==> src/rtl/i2cm_pkg.sv <==
package i2cm_pkg;

    localparam int CMD_W  = 11;
    localparam int BYTE_W = 8;
    localparam int TAR_W  = 10;

    // Command word layout: restart is bit 10, stop is bit 9, read is bit 8.
    typedef struct packed {
        logic              restart;
        logic              stop;
        logic              rd;
        logic [BYTE_W-1:0] data;
    } cmd_t;

    localparam logic [2:0] A_CTRL   = 3'd0;
    localparam logic [2:0] A_TARGET = 3'd1;
    localparam logic [2:0] A_DATA   = 3'd2;
    localparam logic [2:0] A_TXLVL  = 3'd3;
    localparam logic [2:0] A_RXLVL  = 3'd4;
    localparam logic [2:0] A_THRESH = 3'd5;
    localparam logic [2:0] A_STATUS = 3'd6;

endpackage

==> src/rtl/i2cm_fifo.sv <==
module i2cm_fifo #(
    parameter int W     = 8,
    parameter int DEPTH = 8
) (
    input  logic                       clk,
    input  logic                       rst_n,
    input  logic                       push_i,
    input  logic [W-1:0]               wdata_i,
    input  logic                       pop_i,
    input  logic                       flush_i,
    output logic [W-1:0]               head_o,
    output logic [$clog2(DEPTH+1)-1:0] level_o,
    output logic                       full_o,
    output logic                       empty_o
);
    localparam int LW = $clog2(DEPTH + 1);
    localparam int AW = (DEPTH > 1) ? $clog2(DEPTH) : 1;

    typedef struct packed {
        logic [DEPTH-1:0][W-1:0] mem;
        logic [AW-1:0]           wp;
        logic [AW-1:0]           rp;
        logic [LW-1:0]           lvl;
    } fifo_st_t;

    fifo_st_t s_d, s_q;
    logic     do_push, do_pop;

    function automatic logic [AW-1:0] ptr_inc(input logic [AW-1:0] p);
        return (p == AW'(DEPTH - 1)) ? '0 : p + 1'b1;
    endfunction

    always_comb begin
        s_d     = s_q;
        do_pop  = pop_i && (s_q.lvl != '0);
        do_push = push_i && ((s_q.lvl != LW'(DEPTH)) || do_pop);
        if (flush_i) begin
            s_d.wp  = '0;
            s_d.rp  = '0;
            s_d.lvl = '0;
        end else begin
            if (do_push) begin
                s_d.mem[s_q.wp] = wdata_i;
                s_d.wp          = ptr_inc(s_q.wp);
            end
            if (do_pop) begin
                s_d.rp = ptr_inc(s_q.rp);
            end
            case ({do_push, do_pop})
                2'b10:   s_d.lvl = s_q.lvl + 1'b1;
                2'b01:   s_d.lvl = s_q.lvl - 1'b1;
                default: s_d.lvl = s_q.lvl;
            endcase
        end
    end

    always_ff @(posedge clk or negedge rst_n) begin
        if (!rst_n) s_q <= '0;
        else        s_q <= s_d;
    end

    assign head_o  = s_q.mem[s_q.rp];
    assign level_o = s_q.lvl;
    assign full_o  = (s_q.lvl == LW'(DEPTH));
    assign empty_o = (s_q.lvl == '0);

    AST_LEVEL_BOUND: assert property (@(posedge clk) disable iff (!rst_n)
        (s_q.lvl <= LW'(DEPTH)));
    AST_FLUSH_EMPTIES: assert property (@(posedge clk) disable iff (!rst_n)
        flush_i |=> (level_o == '0));

endmodule

==> src/rtl/i2cm_thresh.sv <==
module i2cm_thresh #(
    parameter int LW = 4
) (
    input  logic [LW-1:0] tx_lvl_i,
    input  logic [LW-1:0] tx_thr_i,
    input  logic [LW-1:0] rx_lvl_i,
    input  logic [LW-1:0] rx_thr_i,
    output logic          tx_low_o,
    output logic          rx_high_o
);
    always_comb begin
        tx_low_o  = (tx_lvl_i <= tx_thr_i);
        rx_high_o = (rx_lvl_i >  rx_thr_i);
    end
endmodule

==> src/rtl/i2cm_cmdq.sv <==
module i2cm_cmdq
    import i2cm_pkg::*;
#(
    parameter int DEPTH = 8
) (
    input  logic              clk,
    input  logic              rst_n,
    input  logic              reg_wr_i,
    input  logic              reg_rd_i,
    input  logic [2:0]        reg_addr_i,
    input  logic [CMD_W-1:0]  reg_wdata_i,
    output logic [CMD_W-1:0]  reg_rdata_o,
    output logic              cmd_valid_o,
    input  logic              cmd_pop_i,
    output logic [BYTE_W-1:0] cmd_byte_o,
    output logic              cmd_read_o,
    output logic              cmd_stop_o,
    output logic              cmd_restart_o,
    output logic [TAR_W-1:0]  target_addr_o,
    output logic              addr_10bit_o,
    input  logic              rx_push_i,
    input  logic [BYTE_W-1:0] rx_data_i,
    input  logic              eng_abort_i,
    input  logic              eng_busy_i,
    output logic              tx_low_o,
    output logic              rx_high_o,
    output logic              en_status_o,
    output logic              abort_o
);
    localparam int LW = $clog2(DEPTH + 1);

    typedef struct packed {
        logic             enable;
        logic             mode10;
        logic [TAR_W-1:0] tar;
        logic [LW-1:0]    tx_thr;
        logic [LW-1:0]    rx_thr;
        logic             en_stat;
        logic             tx_over;
        logic             rx_under;
        logic             ab_eng;
        logic             ab_dis;
    } ctl_t;

    ctl_t ctl_d, ctl_q;

    logic              wr_ctrl, wr_tar, wr_thr, wr_stat, push_req, pop_req;
    logic              dis_push, flush, tx_push, tx_pop, rx_pop;
    logic [CMD_W-1:0]  tx_head;
    logic [BYTE_W-1:0] rx_head;
    logic [LW-1:0]     tx_level, rx_level;
    logic              tx_full, tx_empty, rx_full, rx_empty;
    cmd_t              head;

    always_comb begin
        wr_ctrl  = reg_wr_i && (reg_addr_i == A_CTRL);
        wr_tar   = reg_wr_i && (reg_addr_i == A_TARGET);
        wr_thr   = reg_wr_i && (reg_addr_i == A_THRESH);
        wr_stat  = reg_wr_i && (reg_addr_i == A_STATUS);
        push_req = reg_wr_i && (reg_addr_i == A_DATA);
        pop_req  = reg_rd_i && (reg_addr_i == A_DATA);
        dis_push = push_req && !ctl_q.en_stat;
        flush    = eng_abort_i || dis_push;
        tx_push  = push_req && ctl_q.en_stat && !tx_full;
        tx_pop   = cmd_pop_i && cmd_valid_o;
        rx_pop   = pop_req && !rx_empty;
    end

    i2cm_fifo #(.W(CMD_W), .DEPTH(DEPTH)) u_txq (
        .clk(clk), .rst_n(rst_n),
        .push_i(tx_push), .wdata_i(reg_wdata_i),
        .pop_i(tx_pop), .flush_i(flush),
        .head_o(tx_head), .level_o(tx_level),
        .full_o(tx_full), .empty_o(tx_empty)
    );

    i2cm_fifo #(.W(BYTE_W), .DEPTH(DEPTH)) u_rxq (
        .clk(clk), .rst_n(rst_n),
        .push_i(rx_push_i), .wdata_i(rx_data_i),
        .pop_i(rx_pop), .flush_i(flush),
        .head_o(rx_head), .level_o(rx_level),
        .full_o(rx_full), .empty_o(rx_empty)
    );

    i2cm_thresh #(.LW(LW)) u_thr (
        .tx_lvl_i(tx_level), .tx_thr_i(ctl_q.tx_thr),
        .rx_lvl_i(rx_level), .rx_thr_i(ctl_q.rx_thr),
        .tx_low_o(tx_low_o), .rx_high_o(rx_high_o)
    );

    // Next-state of control and status
    always_comb begin
        ctl_d = ctl_q;
        if (wr_ctrl) begin
            ctl_d.enable = reg_wdata_i[0];
            ctl_d.mode10 = reg_wdata_i[1];
        end
        if (wr_tar) ctl_d.tar = reg_wdata_i[TAR_W-1:0];
        if (wr_thr) begin
            ctl_d.tx_thr = reg_wdata_i[LW-1:0];
            ctl_d.rx_thr = reg_wdata_i[2*LW-1:LW];
        end
        if (ctl_q.enable)     ctl_d.en_stat = 1'b1;
        else if (!eng_busy_i) ctl_d.en_stat = 1'b0;
        if (wr_stat) begin
            if (reg_wdata_i[3]) ctl_d.tx_over  = 1'b0;
            if (reg_wdata_i[4]) ctl_d.rx_under = 1'b0;
            if (reg_wdata_i[5]) ctl_d.ab_eng   = 1'b0;
            if (reg_wdata_i[6]) ctl_d.ab_dis   = 1'b0;
        end
        if (push_req && ctl_q.en_stat && tx_full) ctl_d.tx_over  = 1'b1;
        if (pop_req && rx_empty)                  ctl_d.rx_under = 1'b1;
        if (eng_abort_i)                          ctl_d.ab_eng   = 1'b1;
        if (dis_push)                             ctl_d.ab_dis   = 1'b1;
    end

    always_ff @(posedge clk or negedge rst_n) begin
        if (!rst_n) ctl_q <= '0;
        else        ctl_q <= ctl_d;
    end

    // Engine-side decode
    always_comb begin
        head          = cmd_t'(tx_head);
        cmd_valid_o   = ctl_q.en_stat && !tx_empty;
        cmd_read_o    = head.rd;
        cmd_stop_o    = head.stop;
        cmd_restart_o = head.restart;
        cmd_byte_o    = head.rd ? '0 : head.data;
    end

    // Register read mux
    always_comb begin
        reg_rdata_o = '0;
        case (reg_addr_i)
            A_CTRL:   reg_rdata_o = CMD_W'({ctl_q.mode10, ctl_q.enable});
            A_TARGET: reg_rdata_o = CMD_W'(ctl_q.tar);
            A_DATA:   reg_rdata_o = rx_empty ? '0 : CMD_W'(rx_head);
            A_TXLVL:  reg_rdata_o = CMD_W'(tx_level);
            A_RXLVL:  reg_rdata_o = CMD_W'(rx_level);
            A_THRESH: reg_rdata_o = CMD_W'({ctl_q.rx_thr, ctl_q.tx_thr});
            A_STATUS: reg_rdata_o = CMD_W'({ctl_q.ab_dis, ctl_q.ab_eng, ctl_q.rx_under,
                                            ctl_q.tx_over, rx_high_o, tx_low_o,
                                            ctl_q.en_stat});
            default:  reg_rdata_o = '0;
        endcase
    end

    assign target_addr_o = ctl_q.tar;
    assign addr_10bit_o  = ctl_q.mode10;
    assign en_status_o   = ctl_q.en_stat;
    assign abort_o       = ctl_q.ab_eng | ctl_q.ab_dis;

    AST_NO_OVERFLOW: assert property (@(posedge clk) disable iff (!rst_n)
        (push_req && ctl_q.en_stat && tx_full && !tx_pop && !eng_abort_i)
        |=> ((tx_level == $past(tx_level)) && ctl_q.tx_over));
    AST_UNDERFLOW_ZERO: assert property (@(posedge clk) disable iff (!rst_n)
        (pop_req && rx_empty) |-> (reg_rdata_o == '0));
    AST_RX_THR_ZERO: assert property (@(posedge clk) disable iff (!rst_n)
        ((ctl_q.rx_thr == '0) && !rx_empty) |-> rx_high_o);
    AST_EN_DROP_IDLE: assert property (@(posedge clk) disable iff (!rst_n)
        $fell(ctl_q.en_stat) |-> (!$past(eng_busy_i) && !$past(ctl_q.enable)));
    AST_DIS_PUSH_ABORT: assert property (@(posedge clk) disable iff (!rst_n)
        dis_push |=> (ctl_q.ab_dis && (tx_level == '0) && (rx_level == '0)));

endmodule

==> config.mk <==
export PLATFORM = sky130hd
export DESIGN_NAME = i2cm_cmdq
export DESIGN_NICKNAME = d
export VERILOG_FILES = /design/src/rtl/i2cm_pkg.sv /design/src/rtl/i2cm_fifo.sv /design/src/rtl/i2cm_thresh.sv /design/src/rtl/i2cm_cmdq.sv
export SDC_FILE = /design/constraint.sdc
export NUM_CORES = 1
export LEC_CHECK = 0
export ABC_CLOCK_PERIOD_IN_PS = 2600
export CORE_ASPECT_RATIO = 0.7
export CORE_MARGIN = 2
export CORE_UTILIZATION = 50
export DETAILED_ROUTE_END_ITERATION = 10
export DONT_BUFFER_PORTS = 1
export PLACE_DENSITY = 0.66
export SLEW_MARGIN = 20
export SYNTH_ARGS = -nofsm -noshare
export SYNTH_HDL_FRONTEND = slang
export SYNTH_SLANG_ARGS = --single-unit
export TNS_END_PERCENT = 30
==> constraint.sdc <==
create_clock -name clk -period 2.6 [get_ports clk]
set_input_delay 0.13 -clock clk [delete_from_list [all_inputs] [get_ports clk]]
set_output_delay 0.13 -clock clk [all_outputs]
set_load 0.05 [all_outputs]
==> flow_summary.ini <==
[worst_setup_path]
worstPathMaxFanout = 9
path_buf_inv = 1
worstSetupPathDepth = 6
crit_family = flip-flops
crit_path_start_kind = flip-flop
cp.arrival_ns = 2.35
worst-setup-path-type = flip-flop to primary output
slowest_delay_ns = 0.50
crit_slowest_cell = dfrtp_2
ff2ff_path_depth = 4
end_kind = primary output
cp_data_required_time_ns = 2.47
rrSetupSlack_ns = 0.23
path_cells = ha_1, nand4_1, o31ai_1, or3_1, a311o_1, buf_12

[synth]
synth-edff-count = 0
yosysTopAreaCellShare_pct = 49.4
synth.distinct_cells = 63
syn_nets = 756
synthFlopType = dfrtp_1
yosysSeqAreaShare_pct = 49.4
synth_area_leaders = dfrtp_1, mux2_2, mux4_2
synth_top_cell_by_area = dfrtp_1
netlist_area_um2 = 9970
async_flop_share_pct = 100
synthCells = 708
synth_area_per_cell_um2 = 14.1
yosys_warnings = 0
ys_ff_latch = 197

[sta]
slew_violations = 0
max_slew_margin_pct = 40.0
hold_viol_final = 197
whs_ns = -0.610
finalCritPeriodShare_pct = 95.3
worstMarginPinSlew_ns = 0.896
rsz0062_at_grt = false
final-setup-viol-count = 0
fin_crit_ns = 2.48
fin_skew_ns = 0.00902
setup_tns_ns = 0
fmax_mhz = 403

[clock_tree]
path_clk_slew_ns = 0.07
numCtsBuffers = 17
cts_tree = built
clock-root-buffer = clkbuf_16
clock_path_buffers = 2
clkLatencyLatePin_ns = 0.43
cts_sinks = 197
cts.htree.levels = 4
cts_hold_buf = 27

[cells_and_area]
syn2layout_area_growth_pct = 12.4
nets = 789
diodes = 0
final_cells = 1024
layout-drive-gt1-share_pct = 40.7

[detailed_routing]
ant_nets = 0
dr.pass1.iters = 4
wl_per_cell_um = 23.1
drt_iter0_markers = 547
wirelength_mm = 23.7
drc = 0
viasPerCell = 6.13
num_vias = 6274

[floorplanning]
start_util_pct = 50.6
dieWidth_um = 173
num_rows = 43
die_y_um = 122
core_um2 = 19700
dieArea_um2 = 21100
ioPinCount = 68

[place]
place.gp.congestion = 0.847
io_buffers = 0
hpwl_mm = 16.3
place_inst = 965

[grt]
antenna_found_initial = 1
grt_start_max_net_pins = 198
grt_pass1_vias = 6447
gr-usage-all-layers_pct = 23.6
overflow = 0
grt_pass1_wl_mm = 37.7

[hold_path]
hold_class = input port to asynchronous set/reset pin

[flow_run]
drv_cap = 0

[pwr]
irDropWorstVdd_mv = 0.471
power_density_nw_per_um2 = 679
p_leak_nw = 5.14

[status]
violations = negative hold slack
status = complete, but fails checks
==> layer usage <==
layer | routed length, um | vias to the layer above | track usage [%]
met2 | 10900 | 205 | 35.8
met1 | 11200 | 3329 | 34.7
met5 | 0 | - | 0
met3 | 1430 | 14 | 5.77
met4 | 144 | 0 | 5.03
li1 | - | 2726 | -
==> cell type report <==
type,count,area (um^2)
fillers,1606,8480
clock inverters,11,91.3
clock buffers,21,460
well taps,270,338
flip-flops and latches,197,4940
repair buffers,71,642
multi-input cells,440,4690
inverters,14,52.6
==> timing repair <==
| action | CTS | global route |
|---|---|---|
| pin swaps | 1 | 0 |
| setup endpoints to repair | 6 | 14 |
| buffers inserted | 0 | 0 |
| cloned | 0 | 0 |
| endpoints found under the hold margin | 380 | 197 |
| resized for setup | 4 | 3 |
==> registers in the layout, indices dropped and copies added, names as in the netlist <==
name,count
u_txq.s_q,94
u_rxq.s_q,70
ctl_q,13
target_addr_o,10
u_rxq.level_o,4
u_txq.level_o,4
addr_10bit_o,1
en_status_o,1
==> logic make-up (layout without fill, tap and decap cells) <==
group	Yosys count	in the layout	share of synthesized area, %
xor+xnor	2	2	0.176
simple gates	120	120	7.29
flops	197	197	49.4
other cells	1	1	0.0376
fa+ha+maj	18	18	2.26
compound gates	56	56	4.40
mux	243	243	32.7
buf+inv	71	117	3.68
==> per-stage QoR <==
step	total power [mW]	hold slack [ns]	utilization, %	area (um^2)	setup WS, ns
floorplan	4.79	-0.166	-	9970	0.104
global placement	5.06	-0.159	52.7	10400	0.266
detailed placement	5.10	-0.161	52.7	10400	0.241
CTS	7.67	-0.634	56.9	11200	0.00209
global route	7.94	-0.639	56.9	11200	0.0306
finish	7.62	-0.610	56.9	11200	0.121
==> cell usage in the layout, fill, tap and decap left out, types with 8 or more instances in the layout <==
| cell | Yosys | final |
|---|---|---|
| inv_1 | 14 | 14 |
| nor3_1 | 10 | 9 |
| nor2_1 | 21 | 21 |
| mux2_2 | 145 | 145 |
| mux2_4 | 32 | 32 |
| ha_1 | 18 | 18 |
| mux2i_1 | 26 | 26 |
| mux4_2 | 39 | 39 |
| clkbuf_16 | 0 | 17 |
| dfrtp_1 | 197 | 193 |
| a21oi_1 | 11 | 11 |
| nand2_1 | 25 | 25 |
| buf_4 | 12 | 40 |
| nand2b_1 | 8 | 8 |
| dlygate4sd3_1 | 0 | 27 |
==> cell usage after synthesis (3+ instances only) <==
master    count
dfrtp_1     197
mux2_2      145
mux4_2       39
mux2_4       32
mux2i_1      26
nand2_1      25
clkbuf_1     21
nor2_1       21
ha_1         18
inv_1        14
buf_2        13
buf_4        12
a21oi_1      11
nor3_1       10
nand2b_1      8
or4_1         6
and3_1        5
buf_1         5
buf_6         5
nand3_1       5
nand3b_1      5
nand4_1       5
nor2b_1       5
or3_1         5
a22oi_1       4
o21ai_0       4
a221oi_1      3
a22o_1        3
a32o_1        3
o221ai_1      3
o22ai_1       3
==> report_power, final <==
group,switching (mW),internal (mW),leakage [nW]
combinational,0.738,0.680,2.24
clock,1.19,1.30,0.268
sequential,0.375,3.34,2.63
total,2.30,5.31,5.14
==> worst paths after layout <==
check,startpoint,end
max,u_txq.level_o[2],reg_rdata_o[1]
min,rst_n,u_rxq.s_q[70]
max reg2reg,u_rxq.level_o[1],u_rxq.s_q[69]
min reg2reg,u_txq.s_q[39],u_txq.s_q[39]
max in group asynchronous,rst_n,u_txq.s_q[4]
min in group clk,rx_push_i,u_rxq.level_o[3]
Note: power is estimated with default switching activity, not from simulation.
